`src/rtl/rx_oss_pkg.sv`:
```
package rx_oss_pkg;

    typedef enum logic [1:0] {
        OM_HIZ  = 2'd0,
        OM_LOW  = 2'd1,
        OM_HOLD = 2'd2,
        OM_LIVE = 2'd3
    } out_mode_e;

    typedef struct packed {
        logic hold_eff;   // strap value in force this cycle
        logic hold_now;   // start-up hold still blocks live data
    } hold_state_t;

    function automatic out_mode_e parked_mode(input logic hold_eff, input logic low_sel);
        return (hold_eff || low_sel) ? OM_LOW : OM_HIZ;
    endfunction

    function automatic out_mode_e pick_mode(input logic pwr, input logic lk,
                                            input logic low_sel, input hold_state_t hs);
        if (!pwr || !lk)
            return parked_mode(hs.hold_eff, low_sel);
        else if (hs.hold_now)
            return OM_HOLD;
        else
            return OM_LIVE;
    endfunction

    function automatic logic mode_drives(input out_mode_e m);
        return m != OM_HIZ;
    endfunction

    function automatic logic mode_forces(input out_mode_e m);
        return (m == OM_LOW) || (m == OM_HOLD);
    endfunction

endpackage

```
`src/rtl/rx_strap_tracker.sv`:
```
module rx_strap_tracker
    import rx_oss_pkg::*;
(
    input  logic        clk,
    input  logic        rst,
    input  logic        pwr_en,
    input  logic        lock,
    input  logic        hold_strap,
    input  logic        hold_release,
    output hold_state_t hs
);
    logic pwr_prev_q;
    logic strap_q;
    logic released_q;
    logic settled;
    logic rel_now;

    assign settled     = pwr_en & pwr_prev_q;
    assign hs.hold_eff = settled ? strap_q : hold_strap;
    assign rel_now     = pwr_en & lock & hold_release;
    assign hs.hold_now = hs.hold_eff & ~released_q & ~rel_now;

    always_ff @(posedge clk) begin
        if (rst) begin
            pwr_prev_q <= 1'b0;
            strap_q    <= 1'b0;
            released_q <= 1'b0;
        end else begin
            pwr_prev_q <= pwr_en;
            strap_q    <= hs.hold_eff;
            if (!pwr_en)
                released_q <= 1'b0;
            else if (rel_now)
                released_q <= 1'b1;
        end
    end
endmodule

```
`src/rtl/rx_mode_select.sv`:
```
module rx_mode_select
    import rx_oss_pkg::*;
(
    input  logic        pwr_en,
    input  logic        lock,
    input  logic        sleep_low_sel,
    input  hold_state_t hs,
    output out_mode_e   nxt
);
    always_comb nxt = pick_mode(pwr_en, lock, sleep_low_sel, hs);
endmodule

```
`src/rtl/rx_out_stage.sv`:
```
module rx_out_stage
    import rx_oss_pkg::*;
#(
    parameter int DW = 24,
    parameter int CW = 3
) (
    input  logic          clk,
    input  logic          rst,
    input  out_mode_e     nxt,
    input  logic [DW-1:0] data_in,
    input  logic [CW-1:0] ctl_in,
    output logic [DW-1:0] data_out,
    output logic [CW-1:0] ctl_out,
    output logic [DW-1:0] oe_data,
    output logic [CW-1:0] oe_ctl,
    output logic          oe_clk,
    output logic          clk_run,
    output logic          force_low
);
    out_mode_e     mode_q;
    logic [DW-1:0] data_q;
    logic [CW-1:0] ctl_q;
    logic          drv;

    always_ff @(posedge clk) begin
        if (rst) begin
            mode_q <= OM_HIZ;
            data_q <= '0;
            ctl_q  <= '0;
        end else begin
            mode_q <= nxt;
            data_q <= (nxt == OM_LIVE) ? data_in : '0;
            ctl_q  <= (nxt == OM_LIVE) ? ctl_in  : '0;
        end
    end

    assign drv       = mode_drives(mode_q);
    assign force_low = mode_forces(mode_q);
    assign clk_run   = (mode_q == OM_LIVE);
    assign oe_clk    = drv;
    assign data_out  = data_q;
    assign ctl_out   = ctl_q;

    for (genvar i = 0; i < DW; i++) begin : g_oe_data
        assign oe_data[i] = drv;
    end
    for (genvar j = 0; j < CW; j++) begin : g_oe_ctl
        assign oe_ctl[j] = drv;
    end
endmodule

```
`src/rtl/rx_out_state_ctrl.sv`:
```
module rx_out_state_ctrl
    import rx_oss_pkg::*;
#(
    parameter int DW = 24,
    parameter int CW = 3
) (
    input  logic          clk,
    input  logic          rst,
    input  logic          pwr_en,
    input  logic          lock,
    input  logic          sleep_low_sel,
    input  logic          hold_strap,
    input  logic          hold_release,
    input  logic [DW-1:0] data_in,
    input  logic [CW-1:0] ctl_in,
    output logic [DW-1:0] data_out,
    output logic [CW-1:0] ctl_out,
    output logic [DW-1:0] oe_data,
    output logic [CW-1:0] oe_ctl,
    output logic          oe_clk,
    output logic          clk_run,
    output logic          force_low
);
    hold_state_t hs;
    out_mode_e   nxt;

    rx_strap_tracker i_strap (
        .clk(clk), .rst(rst), .pwr_en(pwr_en), .lock(lock),
        .hold_strap(hold_strap), .hold_release(hold_release), .hs(hs)
    );

    rx_mode_select i_sel (
        .pwr_en(pwr_en), .lock(lock), .sleep_low_sel(sleep_low_sel),
        .hs(hs), .nxt(nxt)
    );

    rx_out_stage #(.DW(DW), .CW(CW)) i_out (
        .clk(clk), .rst(rst), .nxt(nxt), .data_in(data_in), .ctl_in(ctl_in),
        .data_out(data_out), .ctl_out(ctl_out), .oe_data(oe_data),
        .oe_ctl(oe_ctl), .oe_clk(oe_clk), .clk_run(clk_run),
        .force_low(force_low)
    );
endmodule

```
`config.mk`:
```
export PLATFORM = sky130hd
export DESIGN_NAME = rx_out_state_ctrl
export DESIGN_NICKNAME = d
export VERILOG_FILES = /design/src/rtl/rx_oss_pkg.sv /design/src/rtl/rx_strap_tracker.sv /design/src/rtl/rx_mode_select.sv /design/src/rtl/rx_out_stage.sv /design/src/rtl/rx_out_state_ctrl.sv
export SDC_FILE = /design/constraint.sdc
export NUM_CORES = 1
export LEC_CHECK = 0
export BUFFER_PORTS_ARGS = -buffer_cell sky130_fd_sc_hd__buf_2
export CAP_MARGIN = 20
export CORE_UTILIZATION = 35
export DETAILED_ROUTE_END_ITERATION = 12
export PLACE_DENSITY = 0.71
export SKIP_CTS_REPAIR_TIMING = 1
export SKIP_LAST_GASP = 1
export SYNTH_ARGS = -nofsm -noshare
export SYNTH_HDL_FRONTEND = slang
export SYNTH_SLANG_ARGS = --single-unit
```
`constraint.sdc`:
```
create_clock -name clk -period 4.2 [get_ports clk]
set_clock_uncertainty 0.2 [all_clocks]
set_input_delay 0.42 -clock clk [delete_from_list [all_inputs] [get_ports clk]]
set_output_delay 0.42 -clock clk [all_outputs]
set_load 0.05 [all_outputs]
```
==> results.md, run 1 <==
* Library cells used by synthesis at 17
* CP required at 3.58 ns
* Most common cell in the netlist: dfxtp_1
* Area of the multi-input gates at approximately 330 sq um
* Inserted Diodes at 0
* Final-report hold violation count at 0
* Layout area overhead at 28.8%
* Status: completed
* Cell area after layout at ~1600 sq um
* Drt via density at 4.26
* Die Wd at 61.4 um
* Worst-Margin Slew at slightly above 0.7 ns
* Die Y-Extent at approximately 60 um
* Fmax at ~450 MHz
* Complex-gate fraction of the synthesized area at between 3 and 4%
* Clk slew on worst S/H paths at about 0.090 ns
* Clock sink count at 32
* Routed WL per cell at a little over 10 um
* Tot Pwr at 0.767 mW
* DRC Markers at 0
* Share of layout cells above drive strength 1 at between 60 and 70%
* Vias in the first global route at between 700 and 800
* Final Max Tran Viols at 0
* Unrepaired setup endpoints after global routing: false
* Max cap viols at 0
* Post-Synthesis Cells at about 110
* CP max FO at 28
* Overflow after GRT at 0
* Clk_lat worst skew at ~0.32 ns
* Register area at 641 sq um
* Simple logic cell fraction of the synthesized area at roughly a fifth
* Lkg Pwr at 0.820 nW
* Final #Nets at 210
* Ys flop type: dfxtp_1
* Clk buf depth at 2
* Startpoint Class: flop
* Register area share after synthesis at just over 50%
* CTS H-tree lvls at 2
* Async S/R FF share, synth at 0%
* Final TNS setup at 0 ns
* I/O Buffers at 90
* Initial Utilization at 36.7%
* Row Count at 21
* HP Class: primary input to flop
* Finish-stage setup viols at 0
* Post-DRT Antenna Nets at 0
* I/O pin count at 91
* Slew headroom at a little over half
* Top cells by area, synth: dfxtp_1 52%, buf_4 16%, nor3b_1 16%, buf_6 3.7%, ha_1 2.0%
* Initial antenna violation count at 0
* Minimum clock period at roughly 2.2 ns
* Synth Area in XOR/XNOR at 0%
* Largest area contributor in the netlist: dfxtp_1
* GRT Util Overall at around an eighth
* Filler Cells Inserted at ~340
* Die ar. at approximately 3800 sq um
* Synth Area per Inst at between 10 and 15 sq um
* Routed vias at approximately 940
* Synthesized area at between 1000 and 1500 sq um
* Placed cell area at 1490 sq um
* EDFF count, synth at 0
* Dpl hpwl at around 1600 um
* Final Util at roughly 47%
* Synth Area in Adders at roughly 2%
* CTS Buf Count at 5
* Max VDD drop at roughly 240 uV
* Largest net degree at the start of global routing at 29
* First-pass GRT wire length at around 3200 um
* Yosys synthesis warning count at 0
* Commonest cells in the netlist: 32 x dfxtp_1, 27 x buf_4, 26 x nor3b_1
* DRT Pass-1 Iters at 2
* Post-route clock period utilization at a little over half
* Largest family of logic cells by synthesized area: buffers and inverters
* Core area at around 3400 sq um
* Share of the synthesized area in the top cell type at 51.9%
* Crit Path Category: flop to primary output
* CTS root buf: clkbuf_4
* Worst setup EP type: primary output
* CP Data Arrival Time at about 1.6 ns
* Initial DRC Count at 13
* Pwr/cell area at 483 nW/um^2
* Mux cell area share after synthesis at 0%
* GP Congestion at between 0.6 and 0.7
* Syn nets at between 100 and 150
* TritonCTS clock tree: built
* Routed WL at 2220 um
* Seq cells post-synth at 32
placed cells by master (no fill, tap or decap):
master and count:
and2b_2 1, a31o_2 1, a21bo_2 1, buf_2 90, nand3_1 1, a221oi_1 1, a21oi_4 1, nor3b_1 26
nor2_1 2, ha_1 2, nor3b_2 1, and2_1 1, inv_1 4, and2_2 2, clkbuf_4 5, dfxtp_1 32
bufinv_16 1, clkbuf_8 2, nand2_4 1
metrics by stage:
step / setup WS, ns / hold WS, ns / cells
final: 1.97 / 0.0888 / 221
after floorplan: 2.03 / 0.292 / 108
after global routing: 1.65 / 0.0560 / 221
after global placement: 2.25 / 0.389 / 213
after detailed placement: 2.24 / 0.391 / 213
after CTS: 1.91 / 0.0681 / 221
cell type report:
type	instances	area share, %
Sequential cell	32	40.3
Clock inverter	1	1.89
Clock buffer	7	4.09
Inverter	4	0.945
Multi-Input combinational cell	41	20.8
Timing Repair Buffer	90	28.3
Tap cell	46	3.62
path summary, 6_finish.rpt:
check                                   startpoint                 end  slack (ns)  depth (start not counted)
worst max-delay path               i_out.mode_q[0]          oe_data[3]        1.97                          4
worst min-delay path                           rst     i_strap.strap_q        0.09                          2
worst max register to register  i_strap.pwr_prev_q     i_out.mode_q[0]        2.54                          3
worst min register to register  i_strap.released_q  i_strap.released_q        0.41                          2
metal layers:
metal / track usage (%) / part of all wire, % / up-vias
met5: 0 / 0 / -
met3: 7.98 / 15 / 2
met4: 7.62 / 0.67 / 0
li1: - / - / 458
met1: 12.5 / 41 / 408
met2: 19.4 / 44 / 74
sequential cells by signal (all words and copies together) (netlist names):
register	flops
i_strap.pwr_prev_q	1
i_out.ctl_out	3
i_out.mode_q	2
i_out.data_out	24
i_strap.released_q	1
i_strap.strap_q	1
worst max-delay path: stages (launching register included):
cell	delay [ns]
dfxtp_1	0.34
inv_1	0.05
ha_1	0.18
inv_1	0.37
buf_2	0.36
where the power goes:
group	switching [mW]	leakage, nW	internal (mW)
Sequential	0.00230	0.260	0.311
Clock	0.100	0.0515	0.158
Combinational	0.152	0.509	0.0428
cell families after synthesis:
family / count (synthesis)
buffers and inverters: 35
adder cells (fa/ha/maj): 2
AO/OA/AOI/OAI: 4
flip-flops: 32
AND/OR/NAND/NOR: 35
Power figures use the tool's default switching activity.
==> run 2, diff against run 1 <==
--- a/config.mk
+++ b/config.mk
@@ -5,11 +5,12 @@
 export SDC_FILE = /design/constraint.sdc
 export NUM_CORES = 1
 export LEC_CHECK = 0
+export ABC_AREA = 1
 export BUFFER_PORTS_ARGS = -buffer_cell sky130_fd_sc_hd__buf_2
 export CAP_MARGIN = 20
 export CORE_UTILIZATION = 35
 export DETAILED_ROUTE_END_ITERATION = 12
-export PLACE_DENSITY = 0.71
+export PLACE_DENSITY = 0.69
 export SKIP_CTS_REPAIR_TIMING = 1
 export SKIP_LAST_GASP = 1
 export SYNTH_ARGS = -nofsm -noshare
==> constraint.sdc (replaced) <==
create_clock -name clk -period 2.25 [get_ports clk]
set_clock_uncertainty 0.2 [all_clocks]
set_input_delay 0.225 -clock clk [delete_from_list [all_inputs] [get_ports clk]]
set_output_delay 0.225 -clock clk [all_outputs]
set_load 0.05 [all_outputs]
==> run 2 against run 1 <==
Effect of this change:
- the flow now finishes with violations (negative hold slack)
- sequential power up 87%
- critical path depth stayed put
- sequential share of layout area down 8.4 points
- first-iteration DRC count rose by 15%
- clock-buffer cell count down 2
- hold slack got worse by 0.090 ns
- global-route usage decreased by 1.6 points
- via count grew 15%
- critical endpoint is now oe_data[4]
- highest routed layer unchanged
==> results.md, run 2 <==
* CP max FO at 28 (unchanged)
* Die ar. at 4220 sq um (was 3770 sq um)
* Largest area contributor in the netlist: dfxtp_1 (unchanged)
* Worst Setup SP: i_out.mode_q[0] (unchanged)
* Post-Synthesis Cells at 141 (was 108)
* Max reg flops at 24 (unchanged)
* Layout area overhead at 44.8% (was 28.8%)
* Minimum clock period at around 2 ns
* GP Congestion at 0.735 (was 0.658)
* Die Wd at 65.0 um (was 61.4 um)
* Inserted Diodes at 0 (unchanged)
* Worst setup EP type: primary output (unchanged)
* I/O pin count at 91 (unchanged)
* Sw frac at 36.1% (was 33.2%)
* Hold slack final at -0.000729 ns (was 0.0888 ns)
* Seq cells post-synth at 32 (unchanged)
* EDFF count, synth at 0 (unchanged)
* Crit Path Category: flop to primary output (unchanged)
* R2R Setup Slk at 0.72 ns (was 2.54 ns)
* Largest net degree at the start of global routing at 29 (unchanged)
* Max VDD drop at 467 uV (was 244 uV)
* Worst path cell trace: inv_1, ha_1, inv_1, buf_2 (unchanged)
* Cell area after layout at 2010 sq um (was 1590 sq um)
* Share of layout cells above drive strength 1 at 52.7% (was 60.6%)
* Row Count at 22 (was 21)
* TritonCTS clock tree: built (unchanged)
* Synth Area per Inst at 9.84 sq um (was 11.4 sq um)
* Critical Path Max Stage Delay at 0.37 ns (about the same)
* Max cap viols at 0 (unchanged)
* Violated checks: negative hold slack
* Worst r2r src: i_strap.pwr_prev_q (unchanged)
* Most common cell in the netlist: inv_1 (was dfxtp_1)
* CTS Buf Count at 5 (unchanged)
* Final #Nets at 273 (was 210)
* Clk network pwr share at 28.8% (was 33.7%)
* Slew headroom at 67.4% (was 52.6%)
* Syn nets at 177 (was 144)
* CP bufs+invs at 3 (unchanged)
* Yosys synthesis warning count at 0 (unchanged)
* Tot Pwr at 1.41 mW (was 0.767 mW)
* Routed WL at 2570 um (was 2220 um)
* Synthesized area at 1390 sq um (was 1230 sq um)
* Dpl hpwl at 1710 um (was 1580 um)
* CP Data Arrival Time at 1.55 ns (was 1.61 ns)
* Logic gate share of total power at 29.6% (was 25.4%)
* Final Max Tran Viols at 0 (unchanged)
* Pwr/cell area at 700 nW/um^2 (was 483 nW/um^2)
* Ys flop type: dfxtp_1 (unchanged)
* Commonest non-fill, non-tap cell in the layout: buf_2 (unchanged)
* Die Y-Extent at 65.0 um (was 61.4 um)
* Post-DRT Antenna Nets at 0 (unchanged)
* Overflow after GRT at 0 (unchanged)
* DRT Pass-1 Iters at 2 (unchanged)
* Placed cell area at 1680 sq um (was 1490 sq um)
* Worst-Margin Slew at 0.488 ns (was 0.709 ns)
* Clk slew on worst S/H paths at 0.06 ns (was 0.09 ns)
* Initial DRC Count at 15 (was 13)
* CP delay by family, top: buffers and inverters (unchanged)
* Library cells used by synthesis at 14 (was 17)
* Share of the synthesized area in the top cell type at 46.2% (was 51.9%)
* Async S/R FF share, synth at 0% (unchanged)
* Drt via density at 3.82 (was 4.26)
* DRC Markers at 0 (unchanged)
* Clk_lat worst skew at 0.28 ns (was 0.32 ns)
* Clk buf depth at 2 (unchanged)
* Commonest cells in the netlist: 34 x inv_1, 32 x dfxtp_1, 27 x buf_4 (was 32 x dfxtp_1, 27 x buf_4, 26 x nor3b_1)
* Top cells by area, synth: dfxtp_1 46%, nor2_4 17%, buf_4 15%, inv_1 9.2%, buf_12 2.9% (was dfxtp_1 52%, buf_4 16%, nor3b_1 16%, buf_6 3.7%, ha_1 2.0%)
* I/O Buffers at 90 (unchanged)
* CP most frequent cell: inv_1 (unchanged)
* Vias in the first global route at 808 (was 745)
* Fmax at roughly 510 MHz
* CP required at 1.82 ns (was 3.58 ns)
* Status: finished with violations (was completed)
* Commonest non-fill, non-tap cells in the layout: 90 x buf_2, 34 x inv_1, 32 x dfxtp_1 (was 90 x buf_2, 32 x dfxtp_1, 26 x nor3b_1)
* Internal power at 0.899 mW (was 0.512 mW)
* Final Util at 53.7% (was 47.2%)
* First-pass GRT wire length at 3320 um (was 3190 um)
* Initial Utilization at 37.1% (was 36.7%)
* Clock sink count at 32 (unchanged)
* Startpoint Class: flop (unchanged)
* CTS root buf: clkbuf_8 (was clkbuf_4)
* Routed vias at 1088 (was 942)
* Filler Cells Inserted at 344 (was 343)
* Flop pwr share at 41.7% (was 40.9%)
* Lkg Pwr at 1.11 nW (was 0.820 nW)
* CTS H-tree lvls at 2 (unchanged)
* Worst path slowest cell: inv_1 (unchanged)
* Register area share after synthesis at 46.2% (was 51.9%)
* HP Start: data_in[21] (was rst)
* Post-route clock period utilization at between 80% and 90%
* Routed WL per cell at 9.03 um (was 10.1 um)
* Unrepaired setup endpoints after global routing: false (unchanged)
* Core area at 3740 sq um (was 3360 sq um)
* Final TNS setup at 0 ns (unchanged)
* Initial antenna violation count at 0 (unchanged)
* Finish-stage setup viols at 0 (unchanged)
* Final-report hold violation count at 1 (was 0)
* NetSw at 0.508 mW (was 0.255 mW)
* HP Class: primary input to flop (unchanged)
* GRT Util Overall at 10.9% (was 12.5%)
==> run 2: cell count changes after synthesis, sizes merged, moves of 2 or more <==
cell and change:
and2 -3, nor2 +29, inv +30, nor3b -27, nand2 +7, buf -2
==> run 2: cell families (layout without fill, tap and decap cells) <==
family | Yosys count | in the layout | share of synthesized area [%]
buf+inv | 63 | 159 | 26.7
simple gates | 42 | 42 | 24.4
flops | 32 | 32 | 46.2
fa+ha+maj | 2 | 2 | 1.80
compound gates | 2 | 2 | 0.902
==> run 2: cell type report <==
type,instances,area (sq um),area share (%)
clock buffers,5,68.8,3.42
well taps,48,60.1,2.99
multi-input cells,46,377,18.7
flip-flops and latches,32,641,31.9
inverters,34,128,6.35
repair buffers,118,723,36.0
clock inverters,2,12.5,0.623
==> run 2: final timing paths <==
| path | to | depth (start not counted) |
|---|---|---|
| worst min register to register | i_strap.strap_q | 2 |
| worst min-delay path | i_out.data_out[21] | 3 |
| worst max register to register | i_out.ctl_out[1] | 6 |
| worst max-delay path | oe_data[4] | 4 |
==> run 2: routing by layer <==
| layer | global-route usage [%] | up-vias | routed length (um) |
|---|---|---|---|
| li1 | - | 557 | - |
| met1 | 10.5 | 460 | 999 |
| met2 | 17.4 | 69 | 1240 |
| met3 | 7.04 | 2 | 330 |
| met4 | 5.83 | 0 | 8 |
| met5 | 0 | - | 0 |
==> run 2: power by group through the flow <==
stage	logic (mW)	registers (mW)	clock network [mW]
6_report	0.416	0.586	0.405
5_1_grt	0.439	0.587	0.457
4_1_cts	0.384	0.586	0.423
3_5_place_dp	0.384	0.599	0
3_3_place_gp	0.381	0.598	0
2_1_floorplan	0.325	0.637	0
==> run 2: stage by stage <==
step	cells	hold WS (ns)	setup slack, ns
6_report	285	-0.000729	0.275
5_1_grt	285	0.00191	0.0841
4_1_cts	260	-0.0536	0.230
3_5_place_dp	253	0.245	0.535
3_3_place_gp	253	0.238	0.588
2_1_floorplan	141	0.0941	0.270
==> run 2: tightest hold or removal path, cell delays in order <==
cell and delay [ns]:
buf_2 0.07, inv_1 0.05, nor2_4 0.09
==> run 3, diff against run 2 <==
--- a/config.mk
+++ b/config.mk
@@ -8,9 +8,9 @@
 export ABC_AREA = 1
 export BUFFER_PORTS_ARGS = -buffer_cell sky130_fd_sc_hd__buf_2
 export CAP_MARGIN = 20
-export CORE_UTILIZATION = 35
+export CORE_UTILIZATION = 41
 export DETAILED_ROUTE_END_ITERATION = 12
-export PLACE_DENSITY = 0.69
+export PLACE_DENSITY = 0.78
 export SKIP_CTS_REPAIR_TIMING = 1
 export SKIP_LAST_GASP = 1
 export SYNTH_ARGS = -nofsm -noshare
==> run 3 against run 2 <==
Effect of this change:
- the run now ends clean
- largest power group unchanged
- final area rose by 1.5%
- largest cell class unchanged
- via count up 4.3%
- cell count is 0.35% lower
- worst setup slack improved by 0.094 ns
- combinational power rose by 3%
- first-iteration DRC count fell by 67%
- routed wire length increased by 13%
- non-clock buffer count grew 3
- flip-flop and latch count is the same
- critical endpoint is now oe_data[23]
- sequential share of layout area decreased by 0.47 points
- global-route usage increased by 2.6 points
==> results.md, run 3 (synthesis results as in run 2) <==
* Share of layout cells above drive strength 1 at 51.7% (was 52.7%)
* Worst r2r src: i_strap.pwr_prev_q (unchanged)
* Largest net degree at the start of global routing at 29 (unchanged)
* CTS H-tree lvls at 2 (unchanged)
* Clk buf depth at 2 (unchanged)
* Lkg Pwr at 1.12 nW (was 1.11 nW)
* Final TNS setup at 0 ns (unchanged)
* Post-place setup slack at 0.543 ns (was 0.535 ns)
* I/O Buffers at 90 (unchanged)
* R2R Setup Slk at 0.80 ns (was 0.72 ns)
* TritonCTS clock tree: built (unchanged)
* Flop pwr share at 42.8% (was 41.7%)
* Initial DRC Count at 5 (was 15)
* Dpl hpwl at 1700 um (was 1710 um)
* Filler Cells Inserted at 252 (was 344)
* CP max FO at 28 (unchanged)
* Slew headroom at 82.2% (was 67.4%)
* CTS root buf: clkbuf_4 (was clkbuf_8)
* Sw frac at 36.2% (was 36.1%)
* Post-route clock period utilization at 83.6% (was 87.8%)
* Register area at 641 sq um (unchanged)
* Max VDD drop at 462 uV (was 467 uV)
* First-pass GRT wire length at 3420 um (was 3320 um)
* DRC Markers at 0 (unchanged)
* Startpoint Class: flop (unchanged)
* Hold depth at 3 (unchanged)
* Vias in the first global route at 866 (was 808)
* Clk_lat worst skew at 0.32 ns (was 0.28 ns)
* Clock sink count at 32 (unchanged)
* Hold slack final at 0.0520 ns (was -0.000729 ns)
* Initial antenna violation count at 0 (unchanged)
* Initial Utilization at 44.4% (was 37.1%)
* CP Data Arrival Time at 1.46 ns (was 1.55 ns)
* Commonest non-fill, non-tap cells in the layout: 90 x buf_2, 33 x inv_1, 32 x dfxtp_1 (was 90 x buf_2, 34 x inv_1, 32 x dfxtp_1)
* HP Class: primary input to flop (unchanged)
* Final Max Tran Viols at 0 (unchanged)
* Pwr/cell area at 671 nW/um^2 (was 700 nW/um^2)
* Area of the multi-input gates at 377 sq um (unchanged)
* Worst-Margin Slew at 0.266 ns (was 0.488 ns)
* Reg-to-reg endpoint: i_out.data_out[8] (was i_out.ctl_out[1])
* Fmax at 532 MHz (was 506 MHz)
* GRT Util Overall at 13.5% (was 10.9%)
* Die Wd at 60.2 um (was 65.0 um)
* GP Congestion at 0.723 (was 0.735)
* HP Start: lock (was data_in[21])
* Finish-stage setup viols at 0 (unchanged)
* Die Y-Extent at 60.2 um (was 65.0 um)
* Clk slew on worst S/H paths at 0.09 ns (was 0.06 ns)
* Setup ws final at 0.369 ns (was 0.275 ns)
* Row Count at 20 (was 22)
* Core area at 3130 sq um (was 3740 sq um)
* Worst r2r path cells at 6 (unchanged)
* Status: completed (was finished with violations)
* Post-DRT Antenna Nets at 0 (unchanged)
* Logic gate share of total power at 31.2% (was 29.6%)
* Drt via density at 4.00 (was 3.82)
* Worst setup EP type: primary output (unchanged)
* Overflow after GRT at 0 (unchanged)
* Layout area overhead at 47.0% (was 44.8%)
* Inserted Diodes at 0 (unchanged)
* Worst Hold End: i_out.mode_q[1] (was i_out.data_out[21])
* DRT Pass-1 Iters at 2 (unchanged)
* NetSw at 0.495 mW (was 0.508 mW)
* Minimum clock period at 1.88 ns (was 1.97 ns)
* Crit Path Category: flop to primary output (unchanged)
* I/O pin count at 91 (unchanged)
* Commonest non-fill, non-tap cell in the layout: buf_2 (unchanged)
* Unrepaired setup endpoints after global routing: false (unchanged)
* Die ar. at 3620 sq um (was 4220 sq um)
* Routed vias at 1135 (was 1088)
* CTS Buf Count at 5 (unchanged)
* Max cap viols at 0 (unchanged)
* CP required at 1.82 ns (about the same)
* Routed WL per cell at 10.2 um (was 9.03 um)
* Internal power at 0.874 mW (was 0.899 mW)
* Final #Nets at 276 (was 273)
* Clk network pwr share at 26.0% (was 28.8%)
* Routed WL at 2900 um (was 2570 um)
* Final-report hold violation count at 0 (was 1)
* Max reg flops at 24 (unchanged)
run 3: per-stage QoR:
step / instances / cell area (sq um) / power (mW) / util (%)
floorplan: 141 / 1390 / 0.962 / -
global placement: 247 / 1670 / 0.978 / 53.4
detailed placement: 247 / 1670 / 0.982 / 53.4
CTS: 254 / 1740 / 1.34 / 55.5
global route: 284 / 2040 / 1.44 / 65.2
finish: 284 / 2040 / 1.37 / 65.2
run 3: worst max-delay path: stages, from the launching register on:
cell,delay [ns]
dfxtp_1,0.34
inv_1,0.04
ha_1,0.21
clkinvlp_4,0.22
buf_2,0.31
run 3: routing by layer:
metal  GRT usage [%]  vias to the layer above  share of wire [%]
met5               0                        -                  0
met2            24.6                       71                 56
met4            6.98                        0                1.6
met1            11.3                      495                 31
met3            7.79                        5                 12
li1                -                      564                  -
run 3: worst max-delay path by stage:
stage / start / end / cells past startpoint
finish: i_out.mode_q[0] / oe_data[23] / 4
CTS: i_out.mode_q[0] / oe_data[19] / 4
detailed placement: i_out.mode_q[0] / oe_data[23] / 4
global placement: i_out.mode_q[0] / oe_data[4] / 4
floorplan: i_out.mode_q[0] / oe_ctl[0] / 4
global route: i_out.mode_q[0] / oe_data[6] / 4
run 3: layout make-up:
type | instances | area share, %
inverters | 34 | 6.44
well taps | 44 | 2.70
flip-flops and latches | 32 | 31.4
repair buffers | 121 | 37.8
multi-input cells | 46 | 18.5
clock buffers | 7 | 3.19
run 3: power by group through the flow:
stage	clock (mW)	sequential, mW	combinational [mW]
after floorplan	0	0.637	0.325
after global placement	0	0.598	0.380
after detailed placement	0	0.599	0.383
after CTS	0.368	0.586	0.384
after global routing	0.394	0.588	0.455
final	0.356	0.586	0.427
